[config.mk]
export PLATFORM = sky130hd
export DESIGN_NAME = pwm_bank_apb
export DESIGN_NICKNAME = d
export VERILOG_FILES = /design/src/rtl/pwm_bank_pkg.sv /design/src/rtl/pwm_bank_regs.sv /design/src/rtl/pwm_bank_chan.sv /design/src/rtl/pwm_bank_apb.sv
export SDC_FILE = /design/constraint.sdc
export NUM_CORES = 1
export LEC_CHECK = 0
export ABC_AREA = 1
export BUFFER_PORTS_ARGS = -buffer_cell sky130_fd_sc_hd__buf_4
export CAP_MARGIN = 20
export CORE_MARGIN = 2
export CORE_UTILIZATION = 45
export DETAILED_ROUTE_END_ITERATION = 7
export GPL_ROUTABILITY_DRIVEN = 1
export MAX_ROUTING_LAYER = met4
export SYNTH_ARGS = -nofsm -noshare
export SYNTH_HDL_FRONTEND = slang
export SYNTH_SLANG_ARGS = --single-unit
[constraint.sdc]
create_clock -name clk -period 5.3 [get_ports clk]
set_input_delay 0.795 -clock clk [delete_from_list [all_inputs] [get_ports clk]]
set_output_delay 0.795 -clock clk [all_outputs]
set_load 0.02 [all_outputs]
[src/rtl/pwm_bank_pkg.sv]
package pwm_bank_pkg;
   // Which of the two per-channel words an address selects (address bit 2)
   typedef enum logic {
      FLD_ONTIME = 1'b0,
      FLD_CYCLE  = 1'b1
   } fld_e;

   // Byte stride between channels and the width of a register word
   localparam int unsigned CH_STRIDE_B = 8;
   localparam int unsigned WORD_B      = 4;
endpackage

[src/rtl/pwm_bank_regs.sv]
module pwm_bank_regs
   import pwm_bank_pkg::*;
#(
   parameter int unsigned NUM_CH = 4,
   parameter int unsigned CNT_W  = 32,
   parameter int unsigned DATA_W = 32,
   parameter int unsigned ADDR_W = 8
) (
   input  logic                          clk,
   input  logic                          rst_n,
   input  logic                          psel,
   input  logic                          penable,
   input  logic                          pwrite,
   input  logic [ADDR_W-1:0]             paddr,
   input  logic [DATA_W-1:0]             pwdata,
   output logic [DATA_W-1:0]             prdata,
   output logic [NUM_CH-1:0][CNT_W-1:0]  cfg_hi,
   output logic [NUM_CH-1:0][CNT_W-1:0]  cfg_per
);
   localparam int unsigned CH_W = $clog2(NUM_CH);

   logic [ADDR_W-1:0] ch_full;
   logic [CH_W-1:0]   ch_idx;
   logic              hit;
   logic              wr_en;
   fld_e              fld;

   always_comb begin
      ch_full = paddr >> 3;
      ch_idx  = ch_full[CH_W-1:0];
      fld     = fld_e'(paddr[2]);
      hit     = (paddr[1:0] == 2'b00) && (ch_full < ADDR_W'(NUM_CH));
      wr_en   = psel && penable && pwrite && hit;
   end

   for (genvar c = 0; c < NUM_CH; c++) begin : g_ch
      logic [CNT_W-1:0] hi_r;
      logic [CNT_W-1:0] per_r;
      logic             sel;

      assign sel = wr_en && (ch_idx == CH_W'(c));

      always_ff @(posedge clk or negedge rst_n) begin
         if (!rst_n) begin
            hi_r  <= '0;
            per_r <= '0;
         end else if (sel) begin
            if (fld == FLD_CYCLE) per_r <= pwdata[CNT_W-1:0];
            else                  hi_r  <= pwdata[CNT_W-1:0];
         end
      end

      assign cfg_hi[c]  = hi_r;
      assign cfg_per[c] = per_r;
   end

   always_comb begin
      prdata = '0;
      if (hit) begin
         if (fld == FLD_CYCLE) prdata = DATA_W'(cfg_per[ch_idx]);
         else                  prdata = DATA_W'(cfg_hi[ch_idx]);
      end
   end
endmodule

[src/rtl/pwm_bank_chan.sv]
module pwm_bank_chan #(
   parameter int unsigned CNT_W = 32
) (
   input  logic             clk,
   input  logic             rst_n,
   input  logic [CNT_W-1:0] cfg_hi,
   input  logic [CNT_W-1:0] cfg_per,
   output logic [CNT_W-1:0] act_hi,
   output logic [CNT_W-1:0] act_per,
   output logic [CNT_W-1:0] cnt,
   output logic             pwm_o
);
   logic idle;
   logic last;

   always_comb begin
      idle  = (act_per == '0);
      last  = !idle && (cnt == act_per - CNT_W'(1));
      pwm_o = idle || (cnt < act_hi);
   end

   // Working copy reloads only at a cycle end or while idle
   always_ff @(posedge clk or negedge rst_n) begin
      if (!rst_n) begin
         act_hi  <= '0;
         act_per <= '0;
         cnt     <= '0;
      end else if (idle || last) begin
         act_hi  <= cfg_hi;
         act_per <= cfg_per;
         cnt     <= '0;
      end else begin
         cnt     <= cnt + CNT_W'(1);
      end
   end
endmodule

[src/rtl/pwm_bank_apb.sv]
module pwm_bank_apb #(
   parameter int unsigned NUM_CH = 4,
   parameter int unsigned CNT_W  = 32,
   parameter int unsigned DATA_W = 32,
   parameter int unsigned ADDR_W = 8
) (
   input  logic              clk,
   input  logic              rst_n,
   input  logic              psel,
   input  logic              penable,
   input  logic              pwrite,
   input  logic [ADDR_W-1:0] paddr,
   input  logic [DATA_W-1:0] pwdata,
   output logic [DATA_W-1:0] prdata,
   output logic              pready,
   output logic [NUM_CH-1:0] pwm_o
);
   localparam int unsigned MAP_BYTES = NUM_CH * pwm_bank_pkg::CH_STRIDE_B;

   if (NUM_CH < 2) begin : g_bad_nch
      $error("NUM_CH must be at least 2");
   end
   if (CNT_W < 2 || CNT_W > DATA_W) begin : g_bad_cnt
      $error("CNT_W must lie between 2 and DATA_W");
   end
   if ((1 << ADDR_W) < MAP_BYTES) begin : g_bad_addr
      $error("ADDR_W too narrow for the register map");
   end

   logic [NUM_CH-1:0][CNT_W-1:0] cfg_hi;
   logic [NUM_CH-1:0][CNT_W-1:0] cfg_per;
   logic [NUM_CH-1:0][CNT_W-1:0] act_hi;
   logic [NUM_CH-1:0][CNT_W-1:0] act_per;
   logic [NUM_CH-1:0][CNT_W-1:0] cnt;

   assign pready = 1'b1;

   pwm_bank_regs #(
      .NUM_CH(NUM_CH), .CNT_W(CNT_W), .DATA_W(DATA_W), .ADDR_W(ADDR_W)
   ) u_regs (
      .clk(clk), .rst_n(rst_n), .psel(psel), .penable(penable),
      .pwrite(pwrite), .paddr(paddr), .pwdata(pwdata), .prdata(prdata),
      .cfg_hi(cfg_hi), .cfg_per(cfg_per)
   );

   for (genvar c = 0; c < NUM_CH; c++) begin : g_chan
      pwm_bank_chan #(.CNT_W(CNT_W)) u_chan (
         .clk(clk), .rst_n(rst_n),
         .cfg_hi(cfg_hi[c]), .cfg_per(cfg_per[c]),
         .act_hi(act_hi[c]), .act_per(act_per[c]), .cnt(cnt[c]),
         .pwm_o(pwm_o[c])
      );
   end
endmodule

Yosys cells after proc, flatten, opt, wreduce, memory -nomap -nowiden
Index checks and enable logic that the tools add are counted.
{"block": "word_totals", "in_bits": 45, "reg_bits": 640, "word_cells": 90}
{"block": "op_classes", "muxes": 10, "add_sub_neg": 8, "order_cmp": 6, "eq_ne": 7, "reduce_logical": 38, "bitwise": 1}
{"cell": "32-bit 2-to-1 mux", "count": 8}
{"cell": "32-bit by 1-bit adder with 32-bit output, second input constant", "count": 4}
{"cell": "32-bit binary-select mux with 2-bit select", "count": 2}
{"cell": "32-bit == test", "count": 4}
{"cell": "32-bit zero test", "count": 4}
{"cell": "32-bit less-than comparator", "count": 4}
{"cell": "32-bit by 1-bit subtractor with 32-bit output, second input constant", "count": 4}
{"cell": "2-bit AND reduction", "count": 8}
{"cell": "1-bit logical AND", "count": 12}
{"cell": "1-bit logical OR", "count": 8}
{"cell": "5-bit by 3-bit less-than comparator with 1-bit output, second input constant", "count": 1}
{"cell": "2-bit == test, second input constant", "count": 2}
{"cell": "1-bit zero test", "count": 4}
{"cell": "2-bit zero test", "count": 2}
{"cell": "2-bit by 3-bit less-than comparator with 1-bit output, second input constant", "count": 1}
{"cell": "2-bit by 1-bit == test with 1-bit output, second input constant", "count": 1}
{"cell": "1-bit NOT", "count": 1}

Longest topological paths before layout
Gate-level depths: netlist of the first run.
{"block": "depth", "depth_word": 5, "depth_mapped": 20, "ltp_nobuf": 18}

Modules after synthesis
Synthesis of the first run repeated with hierarchy kept, for this count alone.
{"block": "unflattened", "cells_unflattened": 5958, "area_unflattened_um2": 40984.3}
{"module": "pwm_bank_chan (g_chan[1].u_chan ...)", "seq_area_each_um2": 2402.3, "area_each_um2": 6749.0, "instances": 3, "cells_per_inst": 975}
{"module": "pwm_bank_regs", "seq_area_each_um2": 6406.1, "area_each_um2": 14274.9, "instances": 1, "cells_per_inst": 2099}
{"module": "pwm_bank_chan (g_chan[0].u_chan)", "seq_area_each_um2": 2402.3, "area_each_um2": 6451.2, "instances": 1, "cells_per_inst": 932}
{"module": "pwm_bank_apb", "seq_area_each_um2": 0.0, "area_each_um2": 11.3, "instances": 1, "cells_per_inst": 2}

Worst setup path before layout of the first run
OpenSTA, ideal clock, no wires.
{"block": "synth_path", "path_type": "input-to-output", "from": "in paddr[3]", "to": "out prdata[21]", "setup_slack_ps": 2438, "arrival_ps": 2067, "n_path_buf": 2, "path_stages": 7, "required_ps": 4505, "cell_sequence": "clkbuf_1 nand2_1 clkbuf_1 o22ai_1 nor3_1 o21ai_0 nor2_1"}
{"block": "synth_via", "elab_chain_len": 4}
{"element": "start, declared", "line_no": "pwm_bank_apb.sv:12", "source": "input logic [ADDR_W-1:0] paddr,"}
{"element": "parallel branches: the longest is 3 deep, another holds 5-bit by 3-bit less-than comparator with 1-bit output"}
{"element": "32-bit 2-to-1 mux *", "line_no": "pwm_bank_regs.sv:59", "source": "if (hit) begin"}
{"element": "end, declared", "line_no": "pwm_bank_apb.sv:14", "source": "output logic [DATA_W-1:0] prdata,"}
Mark *: on every way between the ends. The select of a mux whose other input is x is not followed.

Worst setup path in the final report of the first run
{"block": "layout_path", "from": "in paddr[3]", "to": "out prdata[14]"}
The elaborated chain is that of the path after synthesis.

==> key figures, run 1 <==
Status
  • Status: completed

STA
  • Fmax: 253 MHz
  • Final setup violation count: 0
  • Max transition margin: 38.3%
  • Setup_tns: 0 ns
  • Final Hold Viols: 0
  • Worst Max-Slew Pin Slew: 0.917 ns
  • Worst Skew: roughly 0.023 ns
  • Final max-slew violation count: 0
  • RSZ-0062 raised after global routing: false
  • Fin crit share: 74.5%
  • Post-route setup slack: 1.35 ns
  • Min cycle time layout: a little under 4 ns

Die
  • Initial Util: 45.5%
  • Die width: 289 um
  • Ports: between 80 and 90
  • Die Ht: 289 um
  • Core ar.: 0.0805 mm^2
  • Die Footprint: 0.0837 mm^2
  • Rows: 104

Synth
  • Synth Area in Adders: 4.64%
  • Synth Area in Compound Gates: 8.16%
  • Prevailing post-synth register cell: dfrtp_1
  • Yosys top cell by area: dfrtp_1
  • Syn_nets: 5006
  • Post-Synth XOR/XNOR Area: 6.18%
  • Seq/Total Area, Yosys: 43.7%
  • Syn Inst Count: 4825
  • Warnings from Yosys: 0
  • Synth Area in Simple Gates: 30.6%
  • Main combinational cell family by area after synthesis: simple AND/OR/NAND/NOR gates
  • Post-synth EDFFs: 0
  • Post-synth top area share: 43.7%
  • Synthesized flop and latch total: 640
  • Fraction of registers with async set/reset: 100%
  • Post-Syn Area: between 0.03 and 0.04 mm^2
  • Distinct cell type count after synthesis: 48
  • Top cells by area, synth: dfrtp_1, nand2_1, nor2_1, nand3_1, ha_1
  • Post-synthesis mux area share: 0%
  • Synth Area per Inst: 7.60 um^2

Global routing
  • Initial antenna violation count: 2
  • Largest net degree at the start of global routing: about 140
  • Global route overflow: 0
  • Vias in the first global route: roughly 30000
  • GRT Total Usage: 30.5%
  • Global-route wire length before repair: around 190000 um

Finish
  • Commonest cells after routing, fill and taps aside: nand2_1, dfrtp_1, nor2_1
  • Filler cells: slightly below 8000
  • Share of cells above drive strength 1: 6.43%
  • Area growth syn-to-layout: 11.0%
  • Nets@finish: 5005
  • Commonest non-fill, non-tap cell in the layout: nand2_1

CTS
  • Hold_buf cts: 0
  • Clock buffer count from CTS: 76
  • Skew-Pair Late Insertion Delay: 0.64 ns
  • Clock sinks: 640
  • Post-CTS setup buffer count: 0
  • Post-CTS Resized: 0
  • Worst-case clock buffer depth: 3
  • CTS root buf: clkbuf_16
  • H-tree levels: 3
  • TritonCTS clock tree: yes
  • Clock-pin slew on the worst setup and hold paths: 0.05 ns

Hold path
  • Min-delay worst type: primary input to async pin

Route
  • DRT iter0 DRCs: 3330
  • DR top layer: met4
  • DRC: 0
  • Met3 routed WL: between 7000 and 8000 um
  • Initial DRT Pass Iterations: 6
  • Met2 WL: 56400 um
  • Post-Route M1 WL: 55200 um
  • Drt wl/cell: 20.8 um
  • WL final: 124000 um
  • Via count: 32700
  • ANT nets after route: 0
  • Via/cell ratio: between 5 and 6

Placed design
  • Routability congestion estimate: 0.998
  • IO Port Bufs: 80
  • Pre-CTS setup slack: 1.45 ns
  • DP HPWL: about 92000 um

Worst setup path
  • Setup crit end kind: output port
  • Max FO, Critical Path: 37
  • R2r worst-path depth: 17
  • WS Path Type: primary input to output port
  • Crit start category: primary input
  • CP Data Arrival Time: 3.16 ns
  • Worst EP required: 4.51 ns
  • Worst reg2reg setup slack: 1.79 ns
  • Capture point of the worst reg-to-reg path: g_chan[2].u_chan.act_hi[14]
  • Critical R2R Launch: g_chan[2].u_chan.act_per[0]

Power
  • P_leak: just over 20 nW
  • Max IR drop VDD: roughly 0.00035 V
  • Pwr/cell area: 380 mW/mm^2

Job
  • Max-Cap Viols: 0
state kept, by name, summed over array words and instances (netlist names):
name	count
g_chan.u_chan.act_per	128
g_chan.u_chan.act_hi	128
u_regs.g_ch.hi_r	128
g_chan.u_chan.cnt	128
u_regs.g_ch.per_r	128
where the power goes:
group | leakage [nW] | internal (W) | total (W) | switching, W
Sequential | 8.92 | 0.00502 | 0.00521 | 0.000187
Clock | 1.28 | 0.00325 | 0.00550 | 0.00225
Combinational | 10.4 | 0.00124 | 0.00475 | 0.00351
cell usage after synthesis, drive strengths merged, types with 2 or more instances:
cell	instances
a211oi	10
a21o	4
a21oi	61
a22oi	4
a31oi	2
and3	3
buf	98
clkbuf	102
clkinv	3
dfrtp	640
ha	136
inv	395
nand2	1382
nand3	394
nand3b	24
nand4	69
nor2	624
nor3	138
nor3b	2
nor4	25
o211ai	2
o21a	2
o21ai	335
o21bai	11
o221ai	6
o22ai	62
o31a	32
or2	6
xnor2	77
xnor3	5
xor2	166
how the worst max path moves through the flow:
stage / to / startpoint / slack, ns
5_1_grt: prdata[1] / paddr[3] / 1.14
3_5_place_dp: prdata[1] / paddr[3] / 1.45
4_1_cts: prdata[1] / paddr[3] / 1.44
6_report: prdata[14] / paddr[3] / 1.35
2_1_floorplan: prdata[21] / paddr[3] / 2.44
3_3_place_gp: prdata[14] / paddr[3] / 1.46
per-stage QoR:
stage	instances	cell area, um^2	power (W)	hold WS (ns)	util [%]
2_1_floorplan	4825	36600	0.00880	0.464	-
3_3_place_gp	5806	38100	0.0100	0.492	47.3
3_5_place_dp	5806	38100	0.0100	0.494	47.3
4_1_cts	5943	40700	0.0155	0.239	50.5
5_1_grt	5945	40700	0.0163	0.255	50.5
6_report	5945	40700	0.0155	0.200	50.5
cell families (layout without fill, tap and decap cells):
logic type,count (synthesis),in the layout
DFF,640,640
adders and majority gates,136,136
xor gates and xnor gates,249,249
buffers and inverters,598,656
AOI/OAI and AO/OA,534,534
other,1,3
and+or+nand+nor,2667,2667
per-layer routing:
layer | track usage, % | vias to the layer above
met1 | 42.2 | 15700
li1 | - | 15700
met4 | 10.3 | 0
met2 | 46.7 | 1163
met5 | - | -
met3 | 3.37 | 220
worst max-delay path, cell delays in order:
cell and delay (ns):
buf_4 0.37, nor2_1 0.22, inv_2 0.56, buf_12 0.27
nor2_1 0.06, nor3_1 0.17, o21ai_0 0.09, nor2_1 0.37
buf_4 0.22
area by class of cell:
type	count	area [um^2]	area share [%]
clock buffer	104	2180	5.35
clock inverter	33	428	1.05
multi-input combinational	3587	18200	44.8
timing repair buffer	121	1020	2.50
antenna	2	5.00	0.0123
inverter	398	1490	3.67
sequential	640	16000	39.4
tap	1060	1330	3.26
No activity file was read; power rests on OpenSTA's default activity.
==> inputs of run 2 (changes only) <==
--- a/config.mk
+++ b/config.mk
@@ -5,7 +5,7 @@
 export SDC_FILE = /design/constraint.sdc
 export NUM_CORES = 1
 export LEC_CHECK = 0
-export ABC_AREA = 1
+export ABC_AREA = 0
 export BUFFER_PORTS_ARGS = -buffer_cell sky130_fd_sc_hd__buf_4
 export CAP_MARGIN = 20
 export CORE_MARGIN = 2
==> constraint.sdc (replaced) <==
create_clock -name clk -period 3.8 [get_ports clk]
set_input_delay 0.57 -clock clk [delete_from_list [all_inputs] [get_ports clk]]
set_output_delay 0.57 -clock clk [all_outputs]
set_load 0.02 [all_outputs]
==> run 2 against run 1 <==
Cell count fell by 27%; die area fell by 5.0%; via count fell by 23%; flip-flop and latch count did not move; non-clock buffer count rose by 179; synthesized cell count fell by 38%; clock power rose by 37%; design area rose by 1.4%; critical path type is now flop to flop.
==> key figures, run 2 <==
Global routing
  • Global-route wire length before repair: 164000 um (-13%)
  • GRT busiest layer: met2
  • Initial antenna violation count: 10 (+8)
  • Met3 Resource Use GR: 3.33% (-0.039 points)
  • Global route overflow: 0 (unchanged)
  • Vias in the first global route: 25600 (-17%)
  • GRT Total Usage: 28.5% (-2.0 points)
  • Grt met2 use: 45.1% (-1.7 points)
  • GR Util met1: 39.1% (-3.1 points)
  • Largest net degree at the start of global routing: 104 (-25%)

Finish
  • Nets@finish: 3434 (-31%)
  • Share of cells above drive strength 1: 32.0% (+26 points)
  • Commonest non-fill, non-tap cell in the layout: dfrtp_1
  • Area growth syn-to-layout: 18.7%
  • Commonest cells after routing, fill and taps aside: dfrtp_1, mux2_2, buf_4
  • Register area: 0.0160 mm^2 (about the same)
  • Post-route cell area: 0.0413 mm^2 (+1.4%)
  • Filler cells: 6519 (-17%)
  • Multi-input logic area: 0.0181 mm^2 (-0.97%)

CTS
  • CTS root buf: clkbuf_16
  • TritonCTS clock tree: yes
  • H-tree levels: 3 (unchanged)
  • Worst-case clock buffer depth: 3 (unchanged)
  • Clock buffer count from CTS: 75 (-1.3%)
  • Skew-Pair Late Insertion Delay: 0.63 ns (about the same)
  • Clock-pin slew on the worst setup and hold paths: 0.07 ns (+0.02 ns)
  • Clock sinks: 640 (unchanged)

Worst setup path
  • Worst reg2reg setup slack: 0.007 ns (-1.78 ns)
  • Delay-heaviest family, CP: simple AND/OR/NAND/NOR gates
  • Crit path buf inv count: 1 (-3)
  • Capture point of the worst reg-to-reg path: g_chan[2].u_chan.act_hi[30]
  • Max FO, Critical Path: 8 (-78%)
  • CP max stage cell: or4_4
  • Critical path, cell by cell: or4_4 -> or4_4 -> a21oi_4 -> a21oi_4 -> nor4_4 -> or4b_1 -> or4_4 -> and2_4 -> buf_12 -> mux2_4
  • WS Path Type: flop to flop
  • Worst EP required: 4.30 ns (-0.21 ns)
  • CP Data Arrival Time: 4.30 ns (+1.14 ns)
  • Critical path launch point: g_chan[2].u_chan.act_per[1]
  • Crit start category: flop
  • Critical R2R Launch: g_chan[2].u_chan.act_per[1]
  • Most Frequent Cell on Critical Path: or4_4
  • WP depth: 10 (+1)
  • R2r worst-path depth: 10 (-7)
  • Setup crit end kind: flop
  • CP peak stage delay: 0.55 ns (about the same)

Synth
  • Warnings from Yosys: 0 (unchanged)
  • Prevailing post-synth register cell: dfrtp_1
  • Syn Inst Count: 3006 (-38%)
  • Fraction of registers with async set/reset: 100% (unchanged)
  • Post-synth top area share: 46.0% (+2.3 points)
  • Post-synth EDFFs: 0 (unchanged)
  • Synth Area per Inst: 11.6 um^2 (+52%)
  • Seq/Total Area, Yosys: 46.0% (+2.3 points)
  • Post-Syn Area: 0.0348 mm^2 (-5.1%)
  • Syn_nets: 3187 (-36%)
  • Yosys top cell by area: dfrtp_1
  • Distinct cell type count after synthesis: 77 (+60%)
  • Top cells by area, synth: dfrtp_1, mux2_2, ha_1, mux4_2, xor2_1
  • Top cells by count, synth: dfrtp_1, mux2_2, nor2_1
  • Synthesized flop and latch total: 640 (unchanged)
  • Most frequent cell after synthesis: dfrtp_1

STA
  • Final max-slew violation count: 0 (unchanged)
  • Max transition margin: 34.1% (-4.2 points)
  • Fin crit share: about 100%
  • Final Hold Viols: 0 (unchanged)
  • Worst Max-Slew Pin Slew: 0.989 ns (+0.0722 ns)
  • Final setup violation count: 0 (unchanged)
  • Min cycle time layout: 3.79 ns
  • Worst Skew: 0.0226 ns (-0.000254 ns)
  • Fmax: 264 MHz
  • RSZ-0062 raised after global routing: true

Die
  • Core ar.: 0.0762 mm^2 (-5.4%)
  • Die Ht: 282 um (-2.5%)
  • Initial Util: 45.6% (+0.14 points)
  • Die width: 282 um (-2.5%)
  • Rows: 101 (-2.9%)
  • Die Footprint: 0.0795 mm^2 (-5.0%)
  • Ports: 82 (unchanged)

Power
  • Pwr/cell area: 633 mW/mm^2 (+67%)
  • Power Total: 0.0261 W (+69%)
  • P_leak: 20.2 nW (-2.0%)
  • Max IR drop VDD: 0.000952 V (+170%)

Route
  • Drt wl/cell: 25.2 um (+21%)
  • DRC: 0 (unchanged)
  • Via/cell ratio: 5.76 (+4.8%)
  • Via count: 25100 (-23%)
  • DRT iter0 DRCs: 1817 (-45%)
  • Initial DRT Pass Iterations: 7 (+1)
  • WL final: 110000 um (-11%)
  • ANT nets after route: 0 (unchanged)

Job
  • Max-Cap Viols: 0 (unchanged)

Placed design
  • Placed cell area: 0.0379 mm^2 (-0.53%)
  • IO Port Bufs: 80 (unchanged)
  • Routability congestion estimate: 0.938 (-6.0%)
  • DP HPWL: 83600 um (-9.0%)

Hold path
  • Min-delay worst type: primary input to async pin

Status
  • Status: completed
==> run 2: cell types whose count changed after synthesis, moves of 39 or more <==
cell / before / now
mux2i_1: 0 / 42
xnor2_1: 77 / 136
nand3_1: 385 / 76
nor3_1: 138 / 51
nor2_1: 598 / 244
o21ai_0: 326 / 52
inv_1: 386 / 149
mux4_2: 0 / 64
nand2_1: 1372 / 109
mux2_2: 0 / 471
o22ai_1: 62 / 5
a21o_1: 4 / 43
==> run 2: metal layers <==
metal  vias to the layer above  share of wire (%)
met5                         -                  0
met4                         0                2.8
met3                       150                4.6
met2                       576                 48
met1                     13000                 45
li1                      11300                  -
==> run 2: metrics by stage <==
step	instances	setup TNS (ns)	setup slack [ns]	hold slack, ns	util [%]
6_report	4350	0	0.00736	0.0317	54.2
2_1_floorplan	3006	-0.0572	-0.0114	0.274	-
5_1_grt	4346	-5.86	-0.0928	0.0849	54.2
3_3_place_gp	4182	-11.26	-0.174	0.484	49.7
3_5_place_dp	4182	-6.96	-0.130	0.491	49.7
4_1_cts	4325	-0.00565	-0.00327	0.0578	53.5
==> run 2: how the worst max path moves through the flow <==
stage / slack (ns) / endpoint
floorplan: -0.01 / g_chan[1].u_chan.act_per[25]
global placement: -0.17 / g_chan[1].u_chan.act_per[25]
detailed placement: -0.13 / g_chan[1].u_chan.act_per[29]
CTS: -0.003 / g_chan[1].u_chan.act_per[31]
global route: -0.09 / g_chan[1].u_chan.act_hi[7]
finish: 0.007 / g_chan[2].u_chan.act_hi[30]
==> run 2: power breakdown <==
| group | leakage, nW | internal [W] | total, W | switching [W] |
|---|---|---|---|---|
| combinational | 10.1 | 0.00508 | 0.0110 | 0.00594 |
| sequential | 8.86 | 0.00717 | 0.00758 | 0.000404 |
| clock | 1.25 | 0.00447 | 0.00752 | 0.00305 |
==> run 2: timing repair <==
item | in CTS | in global routing
hold buffers | 0 | 0
pin swaps | 5 | 10
gates resized for setup | 41 | 62
cloned | 3 | 11
endpoints found under the setup margin | 149 | 246
buffers inserted | 3 | 11
==> run 2: area by class of cell <==
cell class | count | area share, %
diodes | 6 | 0.0364
clock buffers | 105 | 5.21
clock inverters | 33 | 0.970
inverters | 149 | 1.35
multi-input cells | 2087 | 43.7
flip-flops and latches | 640 | 38.8
well taps | 1030 | 3.12
repair buffers | 300 | 6.74
==> run 2: logic make-up (layout without fill, tap and decap cells) <==
family	Yosys count	count (layout)	synth area share, %
buf+inv	279	587	3.30
mux	599	599	21.4
xor+xnor	282	282	7.10
compound gates	242	242	4.70
flops	640	640	46.0
other cells	1	7	0.0108
fa+ha+maj	136	136	4.89
simple gates	827	827	12.6
